**config.mk**
```make
export PLATFORM = sky130hd
export DESIGN_NAME = pulse_stream_encoder
export DESIGN_NICKNAME = d
export VERILOG_FILES = /design/src/rtl/pulse_enc_pkg.sv /design/src/rtl/pe_timing_latch.sv /design/src/rtl/pe_cell_timer.sv /design/src/rtl/pe_byte_sequencer.sv /design/src/rtl/pulse_stream_encoder.sv
export SDC_FILE = /design/constraint.sdc
export NUM_CORES = 1
export LEC_CHECK = 0
export BUFFER_PORTS_ARGS = -buffer_cell sky130_fd_sc_hd__buf_2
export CORE_MARGIN = 2
export CORE_UTILIZATION = 35
export DETAILED_ROUTE_END_ITERATION = 10
export PLACE_DENSITY = 0.65
export SYNTH_ARGS = -nofsm -noshare
export SYNTH_HDL_FRONTEND = slang
export SYNTH_SLANG_ARGS = --single-unit
```
**constraint.sdc**
```tcl
create_clock -name clk -period 3.6 [get_ports clk]
set_input_delay 0.9 -clock clk [delete_from_list [all_inputs] [get_ports clk]]
set_output_delay 0.9 -clock clk [all_outputs]
set_load 0.005 [all_outputs]
```
**src/rtl/pulse_enc_pkg.sv**
```systemverilog
package pulse_enc_pkg;

    // Sequencer states: idle waits for a first byte, run emits cells,
    // starve holds the line low inside a transfer while no byte is ready.
    typedef enum logic [1:0] {
        ST_IDLE   = 2'd0,
        ST_RUN    = 2'd1,
        ST_STARVE = 2'd2
    } enc_state_e;

    // Index of the (high, period) pair used for each bit value.
    localparam int PAIR_ZERO = 0;
    localparam int PAIR_ONE  = 1;
    localparam int NUM_PAIRS = 2;

    // Pair index chosen by a bit value.
    function automatic int pair_of(input logic bit_val);
        return bit_val ? PAIR_ONE : PAIR_ZERO;
    endfunction

endpackage

```
**src/rtl/pe_timing_latch.sv**
```systemverilog
module pe_timing_latch #(
    parameter int TICK_W = 16,
    localparam int PER_W = TICK_W + 1
) (
    input  logic              clk,
    input  logic              rst,
    input  logic              load,
    input  logic [TICK_W-1:0] raw_hi  [pulse_enc_pkg::NUM_PAIRS],
    input  logic [TICK_W-1:0] raw_per [pulse_enc_pkg::NUM_PAIRS],
    output logic [TICK_W-1:0] eff_hi  [pulse_enc_pkg::NUM_PAIRS],
    output logic [PER_W-1:0]  eff_per [pulse_enc_pkg::NUM_PAIRS]
);
    import pulse_enc_pkg::*;

    for (genvar g = 0; g < NUM_PAIRS; g++) begin : g_pair
        logic [PER_W-1:0] per_fixed;

        // A period that does not exceed its high time grows to high + 1,
        // so every cell ends with at least one low clock.
        always_comb begin
            if (raw_per[g] <= raw_hi[g])
                per_fixed = {1'b0, raw_hi[g]} + PER_W'(1);
            else
                per_fixed = {1'b0, raw_per[g]};
        end

        always_ff @(posedge clk) begin
            if (rst) begin
                eff_hi[g]  <= '0;
                eff_per[g] <= PER_W'(1);
            end else if (load) begin
                eff_hi[g]  <= raw_hi[g];
                eff_per[g] <= per_fixed;
            end
        end

        p_period_exceeds_high_r6: assert property (@(posedge clk) disable iff (rst)
            eff_per[g] > {1'b0, eff_hi[g]});

        p_held_without_load_r7: assert property (@(posedge clk) disable iff (rst)
            !load |=> ($stable(eff_hi[g]) && $stable(eff_per[g])));
    end

endmodule

```
**src/rtl/pe_cell_timer.sv**
```systemverilog
module pe_cell_timer #(
    parameter int TICK_W = 16,
    localparam int PER_W = TICK_W + 1
) (
    input  logic              clk,
    input  logic              rst,
    input  logic              active,
    input  logic [TICK_W-1:0] hi_sel,
    input  logic [PER_W-1:0]  per_sel,
    output logic              cell_end,
    output logic              level
);
    logic [PER_W-1:0] elapsed;

    // Both thresholds compare against one counter that restarts at each cell.
    assign cell_end = active && (elapsed == per_sel - PER_W'(1));
    assign level    = active && (elapsed < {1'b0, hi_sel});

    always_ff @(posedge clk) begin
        if (rst || !active || cell_end)
            elapsed <= '0;
        else
            elapsed <= elapsed + PER_W'(1);
    end

    p_count_in_cell_r2: assert property (@(posedge clk) disable iff (rst)
        active |-> (elapsed < per_sel));

    p_restart_after_end_r5: assert property (@(posedge clk) disable iff (rst)
        cell_end |=> (elapsed == '0));

endmodule

```
**src/rtl/pe_byte_sequencer.sv**
```systemverilog
module pe_byte_sequencer #(
    parameter int DATA_W = 8,
    localparam int IDX_W = (DATA_W > 1) ? $clog2(DATA_W) : 1
) (
    input  logic              clk,
    input  logic              rst,
    input  logic              s_valid,
    input  logic [DATA_W-1:0] s_data,
    input  logic              s_last,
    output logic              s_ready,
    input  logic              cell_end,
    output logic              active,
    output logic              cur_bit,
    output logic              cfg_load,
    output logic              busy,
    output logic              done
);
    import pulse_enc_pkg::*;

    localparam logic [IDX_W-1:0] TOP_IDX = IDX_W'(DATA_W - 1);

    enc_state_e        state;
    logic [DATA_W-1:0] cur_byte;
    logic              cur_last;
    logic [IDX_W-1:0]  bit_idx;
    logic [DATA_W-1:0] nxt_byte;
    logic              nxt_last;
    logic              nxt_valid;
    logic              accept;
    logic              final_cell;
    logic              frame_end;

    assign final_cell = (bit_idx == '0);
    assign active     = (state == ST_RUN);
    assign busy       = (state != ST_IDLE);
    assign cur_bit    = cur_byte[DATA_W-1];

    // The look-ahead slot opens only in the final cell of a non-last byte.
    assign s_ready    = (state != ST_RUN) ||
                        (final_cell && !cur_last && !nxt_valid);
    assign accept     = s_valid && s_ready;
    assign cfg_load   = accept && (state == ST_IDLE);
    assign frame_end  = active && cell_end && final_cell && cur_last;

    always_ff @(posedge clk) begin
        if (rst) begin
            state     <= ST_IDLE;
            cur_byte  <= '0;
            cur_last  <= 1'b0;
            bit_idx   <= '0;
            nxt_byte  <= '0;
            nxt_last  <= 1'b0;
            nxt_valid <= 1'b0;
            done      <= 1'b0;
        end else begin
            done <= frame_end;
            unique case (state)
                ST_IDLE, ST_STARVE: begin
                    if (accept) begin
                        cur_byte <= s_data;
                        cur_last <= s_last;
                        bit_idx  <= TOP_IDX;
                        state    <= ST_RUN;
                    end
                end
                ST_RUN: begin
                    if (cell_end) begin
                        if (!final_cell) begin
                            cur_byte <= cur_byte << 1;
                            bit_idx  <= bit_idx - IDX_W'(1);
                        end else if (cur_last) begin
                            state <= ST_IDLE;
                        end else if (nxt_valid) begin
                            cur_byte  <= nxt_byte;
                            cur_last  <= nxt_last;
                            bit_idx   <= TOP_IDX;
                            nxt_valid <= 1'b0;
                        end else if (accept) begin
                            cur_byte <= s_data;
                            cur_last <= s_last;
                            bit_idx  <= TOP_IDX;
                        end else begin
                            state <= ST_STARVE;
                        end
                    end else if (accept) begin
                        nxt_byte  <= s_data;
                        nxt_last  <= s_last;
                        nxt_valid <= 1'b1;
                    end
                end
                default: state <= ST_IDLE;
            endcase
        end
    end

    p_done_one_clock_r8: assert property (@(posedge clk) disable iff (rst)
        done |=> !done);

    p_done_while_idle_r8: assert property (@(posedge clk) disable iff (rst)
        done |-> !busy);

    p_slot_kept_r5: assert property (@(posedge clk) disable iff (rst)
        (nxt_valid && !cell_end) |=> nxt_valid);

    p_no_slot_outside_run_r9: assert property (@(posedge clk) disable iff (rst)
        (state != ST_RUN) |-> !nxt_valid);

endmodule

```
**src/rtl/pulse_stream_encoder.sv**
```systemverilog
module pulse_stream_encoder #(
    parameter int TICK_W = 16,
    parameter int DATA_W = 8
) (
    input  logic              clk,
    input  logic              rst,
    input  logic [TICK_W-1:0] cfg_hi0,
    input  logic [TICK_W-1:0] cfg_per0,
    input  logic [TICK_W-1:0] cfg_hi1,
    input  logic [TICK_W-1:0] cfg_per1,
    input  logic              s_valid,
    input  logic [DATA_W-1:0] s_data,
    input  logic              s_last,
    output logic              s_ready,
    output logic              pulse_out,
    output logic              busy,
    output logic              done
);
    import pulse_enc_pkg::*;

    localparam int PER_W = TICK_W + 1;

    logic [TICK_W-1:0] raw_hi  [NUM_PAIRS];
    logic [TICK_W-1:0] raw_per [NUM_PAIRS];
    logic [TICK_W-1:0] eff_hi  [NUM_PAIRS];
    logic [PER_W-1:0]  eff_per [NUM_PAIRS];
    logic              cfg_load;
    logic              active;
    logic              cur_bit;
    logic              cell_end;
    logic [TICK_W-1:0] hi_sel;
    logic [PER_W-1:0]  per_sel;

    assign raw_hi[PAIR_ZERO]  = cfg_hi0;
    assign raw_per[PAIR_ZERO] = cfg_per0;
    assign raw_hi[PAIR_ONE]   = cfg_hi1;
    assign raw_per[PAIR_ONE]  = cfg_per1;

    assign hi_sel  = eff_hi[pair_of(cur_bit)];
    assign per_sel = eff_per[pair_of(cur_bit)];

    pe_timing_latch #(.TICK_W(TICK_W)) u_latch (
        .clk     (clk),
        .rst     (rst),
        .load    (cfg_load),
        .raw_hi  (raw_hi),
        .raw_per (raw_per),
        .eff_hi  (eff_hi),
        .eff_per (eff_per)
    );

    pe_byte_sequencer #(.DATA_W(DATA_W)) u_seq (
        .clk      (clk),
        .rst      (rst),
        .s_valid  (s_valid),
        .s_data   (s_data),
        .s_last   (s_last),
        .s_ready  (s_ready),
        .cell_end (cell_end),
        .active   (active),
        .cur_bit  (cur_bit),
        .cfg_load (cfg_load),
        .busy     (busy),
        .done     (done)
    );

    pe_cell_timer #(.TICK_W(TICK_W)) u_timer (
        .clk      (clk),
        .rst      (rst),
        .active   (active),
        .hi_sel   (hi_sel),
        .per_sel  (per_sel),
        .cell_end (cell_end),
        .level    (pulse_out)
    );

    p_idle_line_low_r9: assert property (@(posedge clk) disable iff (rst)
        !busy |-> !pulse_out);

    p_ready_when_idle_r10: assert property (@(posedge clk) disable iff (rst)
        !busy |-> s_ready);

endmodule

```
Word-level counts from Yosys, hierarchy flattened
Cells that the tools add are included.

Add/sub/neg operators: 5. $mul: 0. Divide/modulo/power cells: 0. Magnitude comparators: 4. Eq/ne operators: 12. Shifts and indexed selects: 0. Muxes and demuxes: 39. Bitwise gates (word level): 2. Reductions and logical operators: 26.

Operator list (number): two-way mux 17 bit (5); two-way mux 16 bit (3); two-way mux 8 bit (5); adder 16 x 1 -> 17 bit, second input constant (2); greater-or-equal comparator 32 x 2 -> 1 bit, second input constant (1); less-or-equal comparator 16 bit (2); inverter 1 -> 32 bit (1); adder 17 x 1 -> 17 bit, second input constant (1); equality test 17 bit (1); < comparator 17 x 16 -> 1 bit (1); subtractor 17 x 1 -> 17 bit, second input constant (1); one-hot mux 8 bit (2 select lines) (1); two-way mux 3 bit (5); two-way mux 2 bit (6); two-way mux 1 bit (11); logical AND 1 bit (9); inequality test 3 bit, second input constant (3); AND reduction 4 bit (2); inequality test 2 x 1 -> 1 bit, second input constant (3); inequality test 2 bit, second input constant (3); one-hot mux 3 bit (2 select lines) (1); AND reduction 3 bit (2); nonzero test 2 bit (3); AND reduction 5 bit (1); other kinds (11) (15).

Bits in registers: 108. Latch bits: 0. Memory bits (writable): 0. Bits in read-only memories: 0. Output and inout bits: 4. Memories: 0.

Depth between registers and ports, before layout
Depth in word-level cells: 11. Gate-level depth with buffers: 14.

Hierarchy
From an unflattened synthesis, not the netlist that was laid out.

Cells, all modules: 948. Area total of the unflattened synthesis: 8059.0 µm².

Modules (own cells, without submodules): pe_timing_latch (instances 1, cells an instance 485, area each 4122.7 µm², seq. area each 1321.3 µm²); pe_cell_timer (instances 1, cells an instance 224, area each 1761.7 µm², seq. area each 340.3 µm²); pe_byte_sequencer (instances 1, cells an instance 202, area each 1619.1 µm², seq. area each 500.5 µm²); pulse_stream_encoder (instances 1, cells an instance 37, area each 555.5 µm², seq. area each 0.0 µm²).

Worst setup path before layout
OpenSTA, ideal clock, no wires.

Path kind: register -> output. From: register u_seq.cur_byte[7]. To: output pulse_out. Arrival time: 3073 ps. Data required time: 2700 ps. Path slack: -373 ps. Cell stages (with the launch flop): 15. Buffers on the path: 5. Path through: dfxtp_1 -> buf_2 -> buf_2 -> buf_2 -> buf_2 -> buf_1 -> mux2i_1 -> ha_1 -> o21a_1 -> o21a_1 -> o211ai_1 -> a21oi_1 -> o21ai_0 -> a31oi_1 -> a211oi_1.

Cells in the longest elaborated chain, start to end: 7.

RTL lines: from (decl) (line pe_byte_sequencer.sv:23) `logic [DATA_W-1:0] cur_byte;`; from (signal assigned) (line pe_byte_sequencer.sv:60) `cur_byte <= s_data;`; from (signal assigned) (line pe_byte_sequencer.sv:69) `cur_byte <= cur_byte << 1;`; from (signal assigned) (line pe_byte_sequencer.sv:74) `cur_byte <= nxt_byte;`; two-way mux 1 bit (line pulse_enc_pkg.sv:18) `return bit_val ? PAIR_ONE : PAIR_ZERO;`; inverter 1 -> 32 bit (not written as such) (line pulse_stream_encoder.sv:39) `assign hi_sel = eff_hi[pair_of(cur_bit)];`; two-way mux 16 bit (not written as such) (3 in a row) (line pulse_stream_encoder.sv:39); < comparator 17 x 16 -> 1 bit (line pe_cell_timer.sv:17) `assign level = active && (elapsed < {1'b0, hi_sel});`; logical AND 1 bit (line pe_cell_timer.sv:17); to (decl) (line pulse_stream_encoder.sv:15) `output logic pulse_out,`.

No other way between the ends. The select of a mux whose other input is x is not followed.

Worst setup path in the final report
Same ends and word-level chain as after synthesis.

==> summary.txt <==
ROUTE
--------------------------------------------------------------------------------------------
Iteration count of the initial detailed-routing pass                                       6
DR DRC count                                                                               0
Total number of vias                                                                    6769
Total length of routed wires                                                         20.3 mm
Average wire per cell in the routed design                                           16.6 um
Number of routed nets with antenna violations                                              0
Routed vias/inst                                                                        5.53
Drt initial violations                                                                   588

CLOCK TREE
--------------------------------------------------------------------------------------------
Reg clk slew, reported paths                                                         0.08 ns
Number of hold buffers added after cts                                                     0
TritonCTS clock tree                                                                   built
Clock Root Buffer                                                                  clkbuf_16
Number of sinks driven by the clock tree                                                 108
Number of buffers created by CTS                                                           9
Clock network latency to the later pin of the worst-skew pair                        0.36 ns
H-tree level count                                                                         3
Max clock buf depth                                                                        2

JOB
--------------------------------------------------------------------------------------------
Reported max-cap violation count                                                           0

STA
--------------------------------------------------------------------------------------------
Shortest clock period the worst path allows after layout                             3.43 ns
Slew of the pin with the lowest slew margin                                         0.946 ns
Hold slack                                                                          0.457 ns
Fin crit share                                                                         0.952
Count of endpoints failing setup in the final report                                       0
RSZ-0062 raised after global routing                                                      no
Hold violation count in the final report                                                   0
Normalized max-slew margin                                                             0.363
Number of pins exceeding their max-slew limit in the final report                          0
Clock tree skew after final layout                                                0.00666 ns
Fmax                                                                                 292 MHz
Final total negative setup slack                                                        0 ns

SYNTHESIS
--------------------------------------------------------------------------------------------
Synth Area in XOR/XNOR                                                                0.0821
Netlist Area Pre-Place                                                             7250 um^2
Avg Inst Size Synth                                                                8.18 um^2
Top cell type's share of synthesized area                                              0.298
Mapped Nets                                                                             1016
Basic-gate share of the synthesized area counting and, or, nand and nor cells          0.239
Synth warn                                                                                 0
Most frequently used flop master after synthesis                                     dfxtp_1
EDFF count, synth                                                                          0
Main combinational cell family by area after synthesis                          simple AND/OR/NAND/NOR gates
Synth Register Bits                                                                      108
Adder and majority cell fraction of the synthesized area                              0.0914
Multiplexer share of the synthesized area                                             0.0638
Post-synthesis cell type with the largest combined area                              dfxtp_1
Share of the synthesized area in compound gates (AO/OA/AOI/OAI)                        0.173
Asr flop ratio synth                                                                       0
Distinct cell type count after synthesis                                                  55
Cell types occupying the most area after synthesis                              dfxtp_1 (30%), ha_1 (9.1%), xnor2_1 (6.5%)
Post-synthesis sequential area ratio                                                   0.298
Post-synthesis instance total                                                            887

WORST SETUP PATH
--------------------------------------------------------------------------------------------
Sort of element at the end of the critical path                                 primary output
Cell count of the worst reg-to-reg path                                                   10
Worst Setup Path Type                                                           flip-flop to primary output
Worst R2R End                                                                   u_seq.cur_byte[7]
Register-to-register setup slack                                                     0.32 ns
Critical path fanouts, max                                                                10
CP Data Required Time                                                                2.70 ns
Worst flop-to-flop path startpoint                                              u_seq.cur_byte[7]
Data arrival time of the critical path                                               2.53 ns
Worst setup SP type                                                                flip-flop

WORST HOLD PATH
--------------------------------------------------------------------------------------------
Endpoint, Worst Hold                                                            u_latch.eff_per[16]
WHS Path Cells                                                                             2
Startpoint of the worst hold path                                               u_latch.eff_per[16]
Type of the most critical hold path                                             flip-flop to flip-flop

PWR
--------------------------------------------------------------------------------------------
Power density cells                                                              431 nW/um^2
Portion of total power attributed to combinational logic                               0.317
Clock network fraction of design power                                                 0.281
Cell-internal power                                                                0.00230 W
Reported net switching power                                                       0.00130 W
Worst ir drop on vdd                                                                0.225 mV
Switching Share                                                                        0.361
Static leakage                                                                       3.23 nW
Flop pwr share                                                                         0.402

GRT
--------------------------------------------------------------------------------------------
Number of global-route vias before repair                                               6276
Number of antenna violations at the first check in global routing                          0
First-pass GRT wire length                                                           32.7 mm
GRT Total Usage                                                                        0.186
Remaining global-route overflow                                                            0
Pin count of the biggest net entering global routing                                      58

FLOORPLAN
--------------------------------------------------------------------------------------------
Chip Width                                                                            148 um
Boundary pin count                                                                        80
Cell Rows                                                                                 52
Floorplan core area                                                               20300 um^2
Starting Density                                                                       0.357
Area enclosed by the die boundary                                                 21900 um^2
Chip Height                                                                           148 um

PLACE
--------------------------------------------------------------------------------------------
Detailed Place HPWL                                                                  15.6 mm
Count of port buffers added during placement                                              79
Cell Count Post-Placement                                                               1204
Placed standard-cell area                                                          7980 um^2
Placer congestion estimate                                                             0.887

FINISH
--------------------------------------------------------------------------------------------
Most common cell after layout, fill and taps aside                                   dfxtp_1
Count of nets after finishing                                                           1079
Layout area overhead                                                                   15.0%
Post-Route Utilization                                                                 0.411
Fraction of layout instances using a drive strength above 1                            0.139
Number of standard cells in the final layout excluding fillers                          1225
Filler cells                                                                            2092
Design area                                                                        8340 um^2
Antenna Diode Count                                                                        0
Highest-count cells in the layout ignoring fill and taps                        dfxtp_1 (107), nand2_1 (104), buf_2 (79)

RUN STATUS
--------------------------------------------------------------------------------------------
Result of the run                                                               complete, no violations

[how the worst max path moves through the flow]
stage | endpoint | cells past startpoint | slack, ns | start
floorplan | pulse_out | 14 | 0.04 | u_seq.cur_byte[7]
global placement | u_latch.eff_per[16] | 11 | 0.27 | cfg_hi1[9]
detailed placement | u_latch.eff_per[29] | 11 | 0.23 | cfg_hi0[1]
CTS | pulse_out | 10 | 0.07 | u_seq.cur_byte[7]
global route | pulse_out | 10 | 0.03 | u_seq.cur_byte[7]
finish | pulse_out | 10 | 0.17 | u_seq.cur_byte[7]
[power by group through the flow]
| stage | Sequential (W) | Combinational, W | Clock, W |
|---|---|---|---|
| after global placement | 0.00147 | 0.00109 | 0 |
| after global routing | 0.00146 | 0.00126 | 0.00108 |
| after CTS | 0.00144 | 0.00112 | 0.00103 |
| after detailed placement | 0.00147 | 0.00111 | 0 |
| final | 0.00145 | 0.00114 | 0.00101 |
| after floorplan | 0.00141 | 0.000807 | 0 |
[synthesized netlist by cell type (32+ instances only)]
master    count
ha_1         53
nand2_1     105
inv_1        42
a21oi_1      55
nand3_1      40
clkbuf_1     32
dfxtp_1     108
nor3_1       32
nand4_1      32
xnor2_1      54
mux2i_1      44
nor2_1       49
[critical path, cell delays in order, from the launching register on]
cell and delay, ns:
dfxtp_4 0.43, mux2i_1 0.22, ha_1 0.25, o21a_1 0.10, o21a_1 0.16, o211ai_1 0.15
a21oi_1 0.13, o21ai_0 0.20, a31oi_1 0.12, a211oi_2 0.25, buf_2 0.16
[layer usage]
layer | vias to the layer above | part of all wire | global-route usage
met5 | - | 0 | 0
met1 | 3172 | 0.47 | 0.263
li1 | 3397 | - | -
met2 | 172 | 0.46 | 0.291
met3 | 28 | 0.047 | 0.0225
met4 | 0 | 0.024 | 0.0686
[cells by family after synthesis]
family                   count (synthesis)
XOR/XNOR                                68
flip-flops                             108
AO/OA/AOI/OAI                          174
buffers and inverters                   96
AND/OR/NAND/NOR                        342
multiplexers                            46
adder cells (fa/ha/maj)                 53
[area by class of cell]
type | instances | area (um^2) | area share
clock buffer | 10 | 239 | 0.0286
clock inverter | 6 | 65.1 | 0.00780
inverter | 43 | 161 | 0.0193
multi-input combinational | 683 | 4730 | 0.567
sequential | 108 | 2170 | 0.260
tap | 270 | 338 | 0.0405
timing repair buffer | 105 | 646 | 0.0774
[registers in the layout (all words and copies together) (netlist names)]
register,cells
u_seq.nxt_last,1
u_timer.elapsed,17
u_latch.eff_hi,32
u_latch.eff_per,34
u_seq.done,1
u_seq.nxt_valid,1
u_seq.cur_byte,8
u_seq.state,2
u_seq.bit_idx,3
u_seq.cur_last,1
u_seq.nxt_byte,8
[per-stage QoR]
step | setup WS (ns) | total power, W
after floorplan | 0.0436 | 0.00222
after global placement | 0.268 | 0.00256
after detailed placement | 0.228 | 0.00258
after CTS | 0.0701 | 0.00359
after global routing | 0.0312 | 0.00381
final | 0.173 | 0.00360
[what timing repair did]
item	in CTS	in global routing
setup endpoints to repair	1	1
cloned	0	1
resized for setup	2	0
pin swaps	0	0
buffers inserted	0	4
No activity file was read; power rests on OpenSTA's default activity.
